## src/rtl/ipres_pkg.sv

```systemverilog
// Shared definitions for the interrupt presentation controller.
// Assumes 8-bit priorities and a 24-bit source field inside a 32-bit register.
package ipres_pkg;
    typedef enum logic [1:0] {
        WSEL_CPPR = 2'd0,
        WSEL_IPIP = 2'd1,
        WSEL_EOI  = 2'd2,
        WSEL_NONE = 2'd3
    } wsel_e;
endpackage

```

## src/rtl/ipres_gate.sv

```systemverilog
// Admission test for a present request.
// Assumes smaller priority values are more favoured; busy means a source is pending.
module ipres_gate #(
    parameter int PRIO_W = 8
) (
    input  logic [PRIO_W-1:0] cur_prio,
    input  logic [PRIO_W-1:0] pend_prio,
    input  logic [PRIO_W-1:0] offer_prio,
    input  logic              busy,
    output logic              take
);
    // Accept only if more favoured than the processor and than any pending source.
    always_comb take = (offer_prio < cur_prio) && !(busy && (pend_prio <= offer_prio));
endmodule

```

## src/rtl/ipres_ipi_eval.sv

```systemverilog
// Decides whether an IPI check may take the pending slot.
// Assumes the caller has already verified the IPI priority beats the processor priority.
module ipres_ipi_eval #(
    parameter int PRIO_W = 8
) (
    input  logic [PRIO_W-1:0] pend_prio,
    input  logic [PRIO_W-1:0] ipi_prio,
    input  logic              busy,
    output logic              take
);
    // The IPI loses to any pending source that is at least as favoured.
    always_comb take = !(busy && (pend_prio <= ipi_prio));
endmodule

```

## src/rtl/intr_presenter.sv

```systemverilog
// Per-processor interrupt presenter: holds one pending interrupt, arbitrates
// present requests, IPI requests and software register operations, and emits
// reject, end-of-interrupt and resend pulses towards the sources.
// Assumes one operation per cycle (accept > write > present) and that the
// IPI source number is never used by an external source.
module intr_presenter #(
    parameter int PRIO_W  = 8,
    parameter int SRC_W   = 24,
    parameter int IPI_SRC = 2
) (
    input  logic                    clk,
    input  logic                    rst_n,
    input  logic                    pres_valid,
    input  logic [SRC_W-1:0]        pres_src,
    input  logic [PRIO_W-1:0]       pres_prio,
    input  logic                    wr_valid,
    input  logic [1:0]              wr_sel,
    input  logic [PRIO_W+SRC_W-1:0] wr_data,
    input  logic                    acc_req,
    output logic [PRIO_W+SRC_W-1:0] acc_data,
    output logic                    irq_out,
    output logic                    rej_valid,
    output logic [SRC_W-1:0]        rej_src,
    output logic                    eoi_valid,
    output logic [SRC_W-1:0]        eoi_src,
    output logic                    resend_req
);
    import ipres_pkg::*;

    localparam int REG_W = PRIO_W + SRC_W;
    localparam logic [PRIO_W-1:0] PRIO_OFF = {PRIO_W{1'b1}};
    localparam logic [SRC_W-1:0]  IPI_NUM  = SRC_W'(IPI_SRC);

    logic [PRIO_W-1:0] cppr_q, pend_q, mfrr_q;
    logic [SRC_W-1:0]  xisr_q;
    logic              own_q, irq_q;
    logic              rej_v_q, eoi_v_q, rs_q;
    logic [SRC_W-1:0]  rej_s_q, eoi_s_q;

    logic [PRIO_W-1:0] cppr_n, pend_n, mfrr_n;
    logic [SRC_W-1:0]  xisr_n;
    logic              own_n, irq_n;
    logic              rej_v_n, eoi_v_n, rs_n;
    logic [SRC_W-1:0]  rej_s_n, eoi_s_n;

    logic              busy, gate_take, ipi_take;
    logic [PRIO_W-1:0] wr_prio, eoi_prio, ipi_prio;
    wsel_e             wsel;

    // Decode the write operands.
    always_comb begin
        wsel     = wsel_e'(wr_sel);
        wr_prio  = wr_data[PRIO_W-1:0];
        eoi_prio = wr_data[REG_W-1:SRC_W];
        busy     = (xisr_q != '0);
        ipi_prio = (wr_valid && wsel == WSEL_IPIP) ? wr_prio : mfrr_q;
    end

    ipres_gate #(.PRIO_W(PRIO_W)) u_gate (
        .cur_prio  (cppr_q),
        .pend_prio (pend_q),
        .offer_prio(pres_prio),
        .busy      (busy),
        .take      (gate_take)
    );

    ipres_ipi_eval #(.PRIO_W(PRIO_W)) u_ipi (
        .pend_prio(pend_q),
        .ipi_prio (ipi_prio),
        .busy     (busy),
        .take     (ipi_take)
    );

    // Next-state selection for the one operation taken this cycle.
    always_comb begin
        cppr_n = cppr_q; pend_n = pend_q; mfrr_n = mfrr_q;
        xisr_n = xisr_q; own_n = own_q; irq_n = irq_q;
        rej_v_n = 1'b0; rej_s_n = '0;
        eoi_v_n = 1'b0; eoi_s_n = '0;
        rs_n = 1'b0;
        if (acc_req) begin
            cppr_n = pend_q;
            xisr_n = '0;
            pend_n = PRIO_OFF;
            own_n  = 1'b0;
            irq_n  = 1'b0;
        end else if (wr_valid) begin
            case (wsel)
                WSEL_CPPR: begin
                    cppr_n = wr_prio;
                    if (wr_prio < cppr_q) begin
                        if (busy && (wr_prio <= pend_q)) begin
                            xisr_n  = '0;
                            pend_n  = PRIO_OFF;
                            irq_n   = 1'b0;
                            own_n   = 1'b0;
                            rej_v_n = own_q;
                            rej_s_n = own_q ? xisr_q : '0;
                        end
                    end else if (wr_prio > cppr_q) begin
                        rs_n = 1'b1;
                        if ((mfrr_q < wr_prio) && ipi_take) begin
                            rej_v_n = busy && own_q;
                            rej_s_n = (busy && own_q) ? xisr_q : '0;
                            xisr_n  = IPI_NUM;
                            pend_n  = mfrr_q;
                            own_n   = 1'b0;
                            irq_n   = 1'b1;
                        end
                    end
                end
                WSEL_IPIP: begin
                    mfrr_n = wr_prio;
                    if ((wr_prio < cppr_q) && ipi_take) begin
                        rej_v_n = busy && own_q;
                        rej_s_n = (busy && own_q) ? xisr_q : '0;
                        xisr_n  = IPI_NUM;
                        pend_n  = wr_prio;
                        own_n   = 1'b0;
                        irq_n   = 1'b1;
                    end
                end
                WSEL_EOI: begin
                    cppr_n  = eoi_prio;
                    eoi_v_n = 1'b1;
                    eoi_s_n = wr_data[SRC_W-1:0];
                    rs_n    = 1'b1;
                    if ((mfrr_q < eoi_prio) && ipi_take) begin
                        rej_v_n = busy && own_q;
                        rej_s_n = (busy && own_q) ? xisr_q : '0;
                        xisr_n  = IPI_NUM;
                        pend_n  = mfrr_q;
                        own_n   = 1'b0;
                        irq_n   = 1'b1;
                    end
                end
                default: ;
            endcase
        end else if (pres_valid && gate_take) begin
            rej_v_n = busy && own_q;
            rej_s_n = (busy && own_q) ? xisr_q : '0;
            xisr_n  = pres_src;
            pend_n  = pres_prio;
            own_n   = 1'b1;
            irq_n   = 1'b1;
        end
    end

    // State and pulse registers with synchronous active-low reset.
    always_ff @(posedge clk) begin
        if (!rst_n) begin
            cppr_q <= '0; xisr_q <= '0; pend_q <= PRIO_OFF; mfrr_q <= PRIO_OFF;
            own_q <= 1'b0; irq_q <= 1'b0;
            rej_v_q <= 1'b0; rej_s_q <= '0;
            eoi_v_q <= 1'b0; eoi_s_q <= '0; rs_q <= 1'b0;
        end else begin
            cppr_q <= cppr_n; xisr_q <= xisr_n; pend_q <= pend_n; mfrr_q <= mfrr_n;
            own_q <= own_n; irq_q <= irq_n;
            rej_v_q <= rej_v_n; rej_s_q <= rej_s_n;
            eoi_v_q <= eoi_v_n; eoi_s_q <= eoi_s_n; rs_q <= rs_n;
        end
    end

    // Drive the outputs from the registers.
    always_comb begin
        acc_data   = {cppr_q, xisr_q};
        irq_out    = irq_q;
        rej_valid  = rej_v_q;
        rej_src    = rej_s_q;
        eoi_valid  = eoi_v_q;
        eoi_src    = eoi_s_q;
        resend_req = rs_q;
    end


    irq_matches_src_chk: assert property (@(posedge clk) disable iff (!rst_n)
        irq_out == (acc_data[SRC_W-1:0] != '0));


    no_ipi_reject_chk: assert property (@(posedge clk) disable iff (!rst_n)
        rej_valid |-> (rej_src != IPI_NUM));


    accept_consumes_chk: assert property (@(posedge clk) disable iff (!rst_n)
        acc_req |=> (!irq_out && acc_data[SRC_W-1:0] == '0
                     && acc_data[REG_W-1:SRC_W] == $past(pend_q)));


    low_offer_ignored_chk: assert property (@(posedge clk) disable iff (!rst_n)
        (pres_valid && !acc_req && !wr_valid && pres_prio >= cppr_q)
        |=> ($stable(acc_data) && !rej_valid));


    eoi_pulses_chk: assert property (@(posedge clk) disable iff (!rst_n)
        (wr_valid && !acc_req && wr_sel == 2'd2) |=> (eoi_valid && resend_req));
endmodule

```

## config.mk

```make
export PLATFORM = sky130hd
export DESIGN_NAME = intr_presenter
export DESIGN_NICKNAME = d
export VERILOG_FILES = /design/src/rtl/ipres_pkg.sv /design/src/rtl/ipres_gate.sv /design/src/rtl/ipres_ipi_eval.sv /design/src/rtl/intr_presenter.sv
export SDC_FILE = /design/constraint.sdc
export NUM_CORES = 1
export LEC_CHECK = 0
export BUFFER_PORTS_ARGS = -buffer_cell sky130_fd_sc_hd__buf_2
export CAP_MARGIN = 20
export CORE_UTILIZATION = 47
export DETAILED_ROUTE_END_ITERATION = 10
export PLACE_DENSITY = 0.87
export REMOVE_ABC_BUFFERS = 1
export SLEW_MARGIN = 10
export SYNTH_ARGS = -nofsm -noshare
export SYNTH_HDL_FRONTEND = slang
export SYNTH_SLANG_ARGS = --single-unit
```

## constraint.sdc

```tcl
create_clock -name clk -period 3.1 [get_ports clk]
set_input_delay 0.31 -clock clk [delete_from_list [all_inputs] [get_ports clk]]
set_output_delay 0.31 -clock clk [all_outputs]
set_load 0.05 [all_outputs]
```

======== Word level (Yosys, flattened, before mapping) ========
Index checks and enable logic that the tools add are counted.
storage, ports and cells
  bits in registers ....................... 101
  input bits .............................. 71
  output and inout bits ................... 84
  logic and storage cells ................. 116
cells by class
  $lt $le $gt $ge ......................... 8
  equal/unequal tests ..................... 8
  mux-type cells .......................... 62
  bitwise operators ....................... 4
  reductions and logical operators ........ 23
operators by type and width
  kind                number
  $mux 24             18
  $pmux 24 s3         2
  $mux 8              11
  $lt 8x8->1          4
  $mux 1              25
  $le 8x8->1          3
  $pmux 8 s3          1
  $reduce_bool 24->1  1
  $pmux 8 s2          1
  $ne 4x4->1 const B  3
  $logic_and 1x1->1   10
  $pmux 1 s3          3
  $gt 8x8->1          1
  $reduce_and 7->1    1
  $ne 4x1->1 const B  1
  $not 1->1           4
  $reduce_bool 2->1   2
  $reduce_or 4->1     1
  $ne 3x2->1 const B  1
  $ne 3x3->1 const B  1
  $reduce_and 3->1    1
  $reduce_bool 3->1   1
  $reduce_or 3->1     1
  $eq 2x1->1 const B  1
  6 further kinds     7

======== Longest topological paths before layout ========
  depth after elaboration ................. 12
  gate-level depth with buffers ........... 17
  gate-level depth less buffers ........... 14

======== Hierarchy ========
From an unflattened synthesis, not the netlist that was laid out.
unflattened totals
  cells, all modules ...................... 601
  area, all modules ....................... 5163.7 µm²
by module, submodules not included
  module          instances  cells each  area each (µm²)  seq. area each (µm²)
  intr_presenter  1          519         4566.9           2021.9
  ipres_gate      1          53          384.1            0.0
  ipres_ipi_eval  1          29          212.7            0.0

======== Worst setup path after synthesis ========
No wires, ideal clock.
  kind .................................... input -> register
  start ................................... in wr_sel[1]
  end ..................................... reg pend_q[1]
  setup time .............................. 0.120 ns
  arrival time ............................ 3.127 ns
  data required time ...................... 2.980 ns
  slack ................................... -0.147 ns
  cell stages on the path ................. 15
  buffers on the path ..................... 2
  path through ............................ inv_1 > ha_1 > nand2_1 > buf_1 > mux2i_1 > ha_1 > a211oi_1 > nor2_1 > and4bb_1 > o21ai_0 > a21bo_1 > o211ai_1 > buf_2 > a211oi_1 > a211o_1
between the ends
  word-level cells in the longest chain between the ends .. 9
  elaborated cells between the ends (all ways) .. 20
  classes of those cells .................. order compare (1); eq/ne (8); mux (3); reduce/logical (8)
RTL lines
  item                                                RTL line                                                             source
  start, declared                                     intr_presenter.sv:17                                                 input logic [1:0] wr_sel,
  $eq 2x1->1                                          intr_presenter.sv:56, intr_presenter.sv:88
  $logic_and 1x1->1                                   intr_presenter.sv:56                                                 ipi_prio = (wr_valid && wsel == WSEL_IPIP) ? wr_prio : mfrr_q;
  $mux 8                                              intr_presenter.sv:56
  $le 8x8->1                                          ipres_ipi_eval.sv:12                                                 always_comb take = !(busy && (pend_prio <= ipi_prio));
  $logic_and 1x1->1                                   ipres_ipi_eval.sv:12
  $logic_not 1->1                                     ipres_ipi_eval.sv:12
  $logic_and 1x1->1, on equally long branches         intr_presenter.sv:102, intr_presenter.sv:114, intr_presenter.sv:128
  $ne 4x4->1 (no line), or another cell as far along  n/a
  $reduce_and 7->1 (no line)                          n/a
  end signal, assigned                                intr_presenter.sv:157                                                cppr_q <= cppr_n; xisr_q <= xisr_n; pend_q <= pend_n; mfrr_q <= mfrr_n;
  end, declared                                       intr_presenter.sv:34                                                 logic [PRIO_W-1:0] cppr_q, pend_q, mfrr_q;
Parallel ways exist; a longest one is shown, timed or not.
A chain may end at the register's enable or synchronous reset.

======== Final worst setup path ========
Same ends and word-level chain as after synthesis.

==> impl_metrics.sql <==
INSERT INTO impl_metrics (metric_group, metric, value, unit) VALUES
('worst_setup_path', 'critical_path_peak_fanout', '11', ''),
('global_routing', 'antenna_violations_before_repair', '0', ''),
('clock_tree', 'latest_clock_arrival_within_the_worst_skew_pair', '0.39', 'ns'),
('routing', 'drt_iter0_drc', '390', ''),
('worst_setup_path', 'critical_path.n_buffers_inverters', '4', ''),
('synth', 'synth.yosys.warnings', '0', ''),
('worst_hold_path', 'hold_start', 'wr_data[13]', ''),
('floorplan', 'die_area', '11260', 'um^2'),
('floorplan', 'num_rows', '37', ''),
('global_routing', 'grt_max_degree', '32', ''),
('clock_tree', 'clkSlewWorstSetupHoldPaths', '0.11', 'ns'),
('final_layout', 'finalNonFillerCells', '859', ''),
('sta', 'final.setup.tns', '0', 'ns'),
('worst_setup_path', 'cpLargestDelayFamily', 'compound AO/OA/AOI/OAI gates', ''),
('power_and_ir_drop', 'power.combinational.fraction', '21.6', '%'),
('floorplan', 'die-height', '106.1', 'um'),
('final_layout', 'insertedDiodeCount', '0', ''),
('routing', 'drt-vias-per-instance', '5.661', ''),
('synth', 'synth.ff_latch_count', '101', ''),
('sta', 'grt_setup_unrepaired', 'false', ''),
('power_and_ir_drop', 'clkPwrFrac', '30.1', '%'),
('final_layout', 'storage_cell_area', '2022', 'um^2'),
('synth', 'synth_async_sr_flop_share', '0', '%'),
('synth', 'avg_synthesized_cell_area', '9.013', 'um^2'),
('synth', 'netlist_area', '5092', 'um^2'),
('power_and_ir_drop', 'leakagePower', '3.144', 'nW'),
('synth', 'synth_commonest_cells', 'dfxtp_1 (101), ha_1 (57), nor2_1 (49)', ''),
('power_and_ir_drop', 'power.share.switching', '32.94', '%'),
('placement', 'dpl.hpwl', '10.61', 'mm'),
('placement', 'dp.cells', '842', ''),
('power_and_ir_drop', 'power.density', '447.8', 'nW/um^2'),
('floorplan', 'core_region_area', '10420', 'um^2'),
('sta', 'period_share', '93.50', '%'),
('worst_hold_path', 'timing.hold.worst.class', 'in -> reg', ''),
('synth', 'edff_count_synth', '0', ''),
('worst_setup_path', 'worst-setup-path-type', 'in -> reg', ''),
('power_and_ir_drop', 'internal_power', '0.001886', 'W'),
('sta', 'worst_slew_pin_slew', '0.7355', 'ns'),
('routing', 'number_of_remaining_drc_errors', '0', ''),
('floorplan', 'chipWidth', '106.1', 'um'),
('power_and_ir_drop', 'ir_worst_vdd', '0.2211', 'mV'),
('clock_tree', 'buffer_levels_on_the_longest_clock_path', '2', ''),
('final_layout', 'areaGrowthSynthToFinish', '23.34', '%'),
('worst_setup_path', 'worstSetupStartpoint', 'wr_sel[1]', ''),
('worst_setup_path', 'timing.critical_path.slowest_cell_delay', '0.31', 'ns'),
('placement', 'buffer_ports.inserted', '154', ''),
('clock_tree', 'cts_buffers', '9', ''),
('global_routing', 'wire_length_of_the_first_global_routing_pass', '22.20', 'mm'),
('synth', 'synth.area.top_cells', 'dfxtp_1 (40%), ha_1 (14%), a22o_1 (4.0%)', ''),
('placement', 'finalWeightedCongestion', '0.9151', ''),
('power_and_ir_drop', 'p_total', '0.002813', 'W'),
('synth', 'post-synth-top-area-fraction', '39.71', '%'),
('sta', 'hold_violations', '0', ''),
('worst_setup_path', 'critPathArrivalTime', '3.17', 'ns'),
('floorplan', 'initial_standard_cell_utilization_of_the_core', '48.89', '%'),
('routing', 'postRouteAntennaNets', '0', ''),
('synth', 'syn_inst', '565', ''),
('final_layout', 'drive_above_1_share', '27.39', '%'),
('routing', 'wl_per_cell', '16.20', 'um'),
('outcome', 'status', 'finished, final reports clean', ''),
('worst_setup_path', 'critPathSlowestCell', 'and4bb_1', ''),
('worst_setup_path', 'critical_path_startpoint_category', 'input port', ''),
('sta', 'clock_skew', '0.02100', 'ns'),
('power_and_ir_drop', 'power_frac_seq', '48.3', '%'),
('synth', 'synth_cell_types', '48', ''),
('sta', 'report.final.slew_viol_count', '0', ''),
('worst_setup_path', 'crit_chain', 'buf_2 > inv_1 > ha_1 > nand2_1 > buf_12 > mux2i_1 > ha_1 > a211oi_1 > nor2_1 > and4bb_1 > o21ai_2 > a21bo_1 > o211ai_1 > buf_4 > a211oi_1 > a211o_1', ''),
('final_layout', 'num-nets-final', '846', ''),
('clock_tree', 'htreeDepth', '3', ''),
('synth', 'synth_top_flop_cell', 'dfxtp_1', ''),
('sta', 'clock.fmax', '345.0', 'MHz');
## worst register-to-register path, stage by stage, from the launching register on
cell	delay, ns
dfxtp_1	0.45
mux2i_1	0.12
ha_1	0.29
o21ai_0	0.08
nor2_1	0.15
and4bb_1	0.26
o21a_1	0.20
o311ai_2	0.29
o211ai_1	0.21
buf_4	0.21
buf_4	0.13
a211o_1	0.28
## power groups by stage
stage	clock network (W)	registers, W	logic (W)
5_1_grt	0.000910	0.00136	0.000671
2_1_floorplan	0	0.00144	0.000307
3_3_place_gp	0	0.00139	0.000562
4_1_cts	0.000857	0.00136	0.000592
3_5_place_dp	0	0.00139	0.000587
6_report	0.000847	0.00136	0.000608
## per-layer routing
| metal | track usage, % | wire length (um) | part of all wire, % |
|---|---|---|---|
| met1 | 31.56 | 6024 | 43 |
| met2 | 42.48 | 6683 | 48 |
| met3 | 3.985 | 895 | 6.4 |
| met4 | 10.02 | 314 | 2.3 |
| met5 | 0 | 0 | 0 |
## worst paths after layout
check,end,slack (ns),depth (start not counted)
max reg2reg,pend_q[2],0.35,11
max,pend_q[1],0.20,16
min reg2reg,rej_src[5],0.45,2
min,eoi_src[13],0.12,2
## layout by cell type, fill, tap and decap left out, drive strengths merged, types with 2 or more instances in the layout
master  synthesis  layout
clkbuf         23       9
nor2b          16      16
clkinv          0       3
and2           29      29
nor4            6       6
dfxtp         101     101
mux2i          15      15
and3            2       2
o311ai          2       2
a21o            7       7
nand3           6       6
o31ai           3       3
or2             4       4
a211oi         16      16
a221oi          5       5
a22o           23      23
buf             8     173
o21a            2       2
a22oi           2       2
nand4           8       8
nor3b           7       7
nor2           49      49
a21boi          2       2
inv            41      44
nand2b          3       3
nand2          46      46
o211ai         17      17
a21oi          30      30
and4            2       2
o21ai          17      17
ha             57      57
a211o           6       6
## kinds of logic (layout without fill, tap and decap cells)
family          Yosys count  count (layout)  share of synthesized area (%)
compound gates          139             139                          19.48
simple gates            181             181                          17.89
fa+ha+maj                57              57                          14.00
buf+inv                  72             230                          5.970
flops                   101             101                          39.71
mux                      15              15                          2.948
## cell type report
class / count / share of cell area (%)
inverters: 41 / 2.450
clock inverters: 7 / 1.195
multi-input cells: 392 / 44.34
well taps: 136 / 2.709
repair buffers: 173 / 15.14
flip-flops and latches: 101 / 32.19
clock buffers: 9 / 1.972
## stage by stage
| step | hold WS [ns] | setup WS (ns) | instance area (um^2) |
|---|---|---|---|
| 5_1_grt | 0.1155 | 0.02095 | 6281 |
| 4_1_cts | 0.1184 | 0.1076 | 6265 |
| 6_report | 0.1239 | 0.2014 | 6281 |
| 3_3_place_gp | 0.4469 | -0.08751 | 6066 |
| 2_1_floorplan | 0.3989 | -0.8003 | 4942 |
| 3_5_place_dp | 0.4510 | -0.2714 | 6066 |
## timing repair
action | 4_1_cts | 5_1_grt
setup buffers | 0 | 1
gates resized for setup | 0 | 4
setup endpoints to repair | 0 | 57
## sequential cells by signal (all words and copies together) (netlist names)
name	count
irq_out	1
own_q	1
eoi_src	24
xisr_q	24
mfrr_q	8
resend_req	1
rej_src	24
rej_valid	1
cppr_q	8
pend_q	8
eoi_valid	1
(Power assumes the default switching activity.)
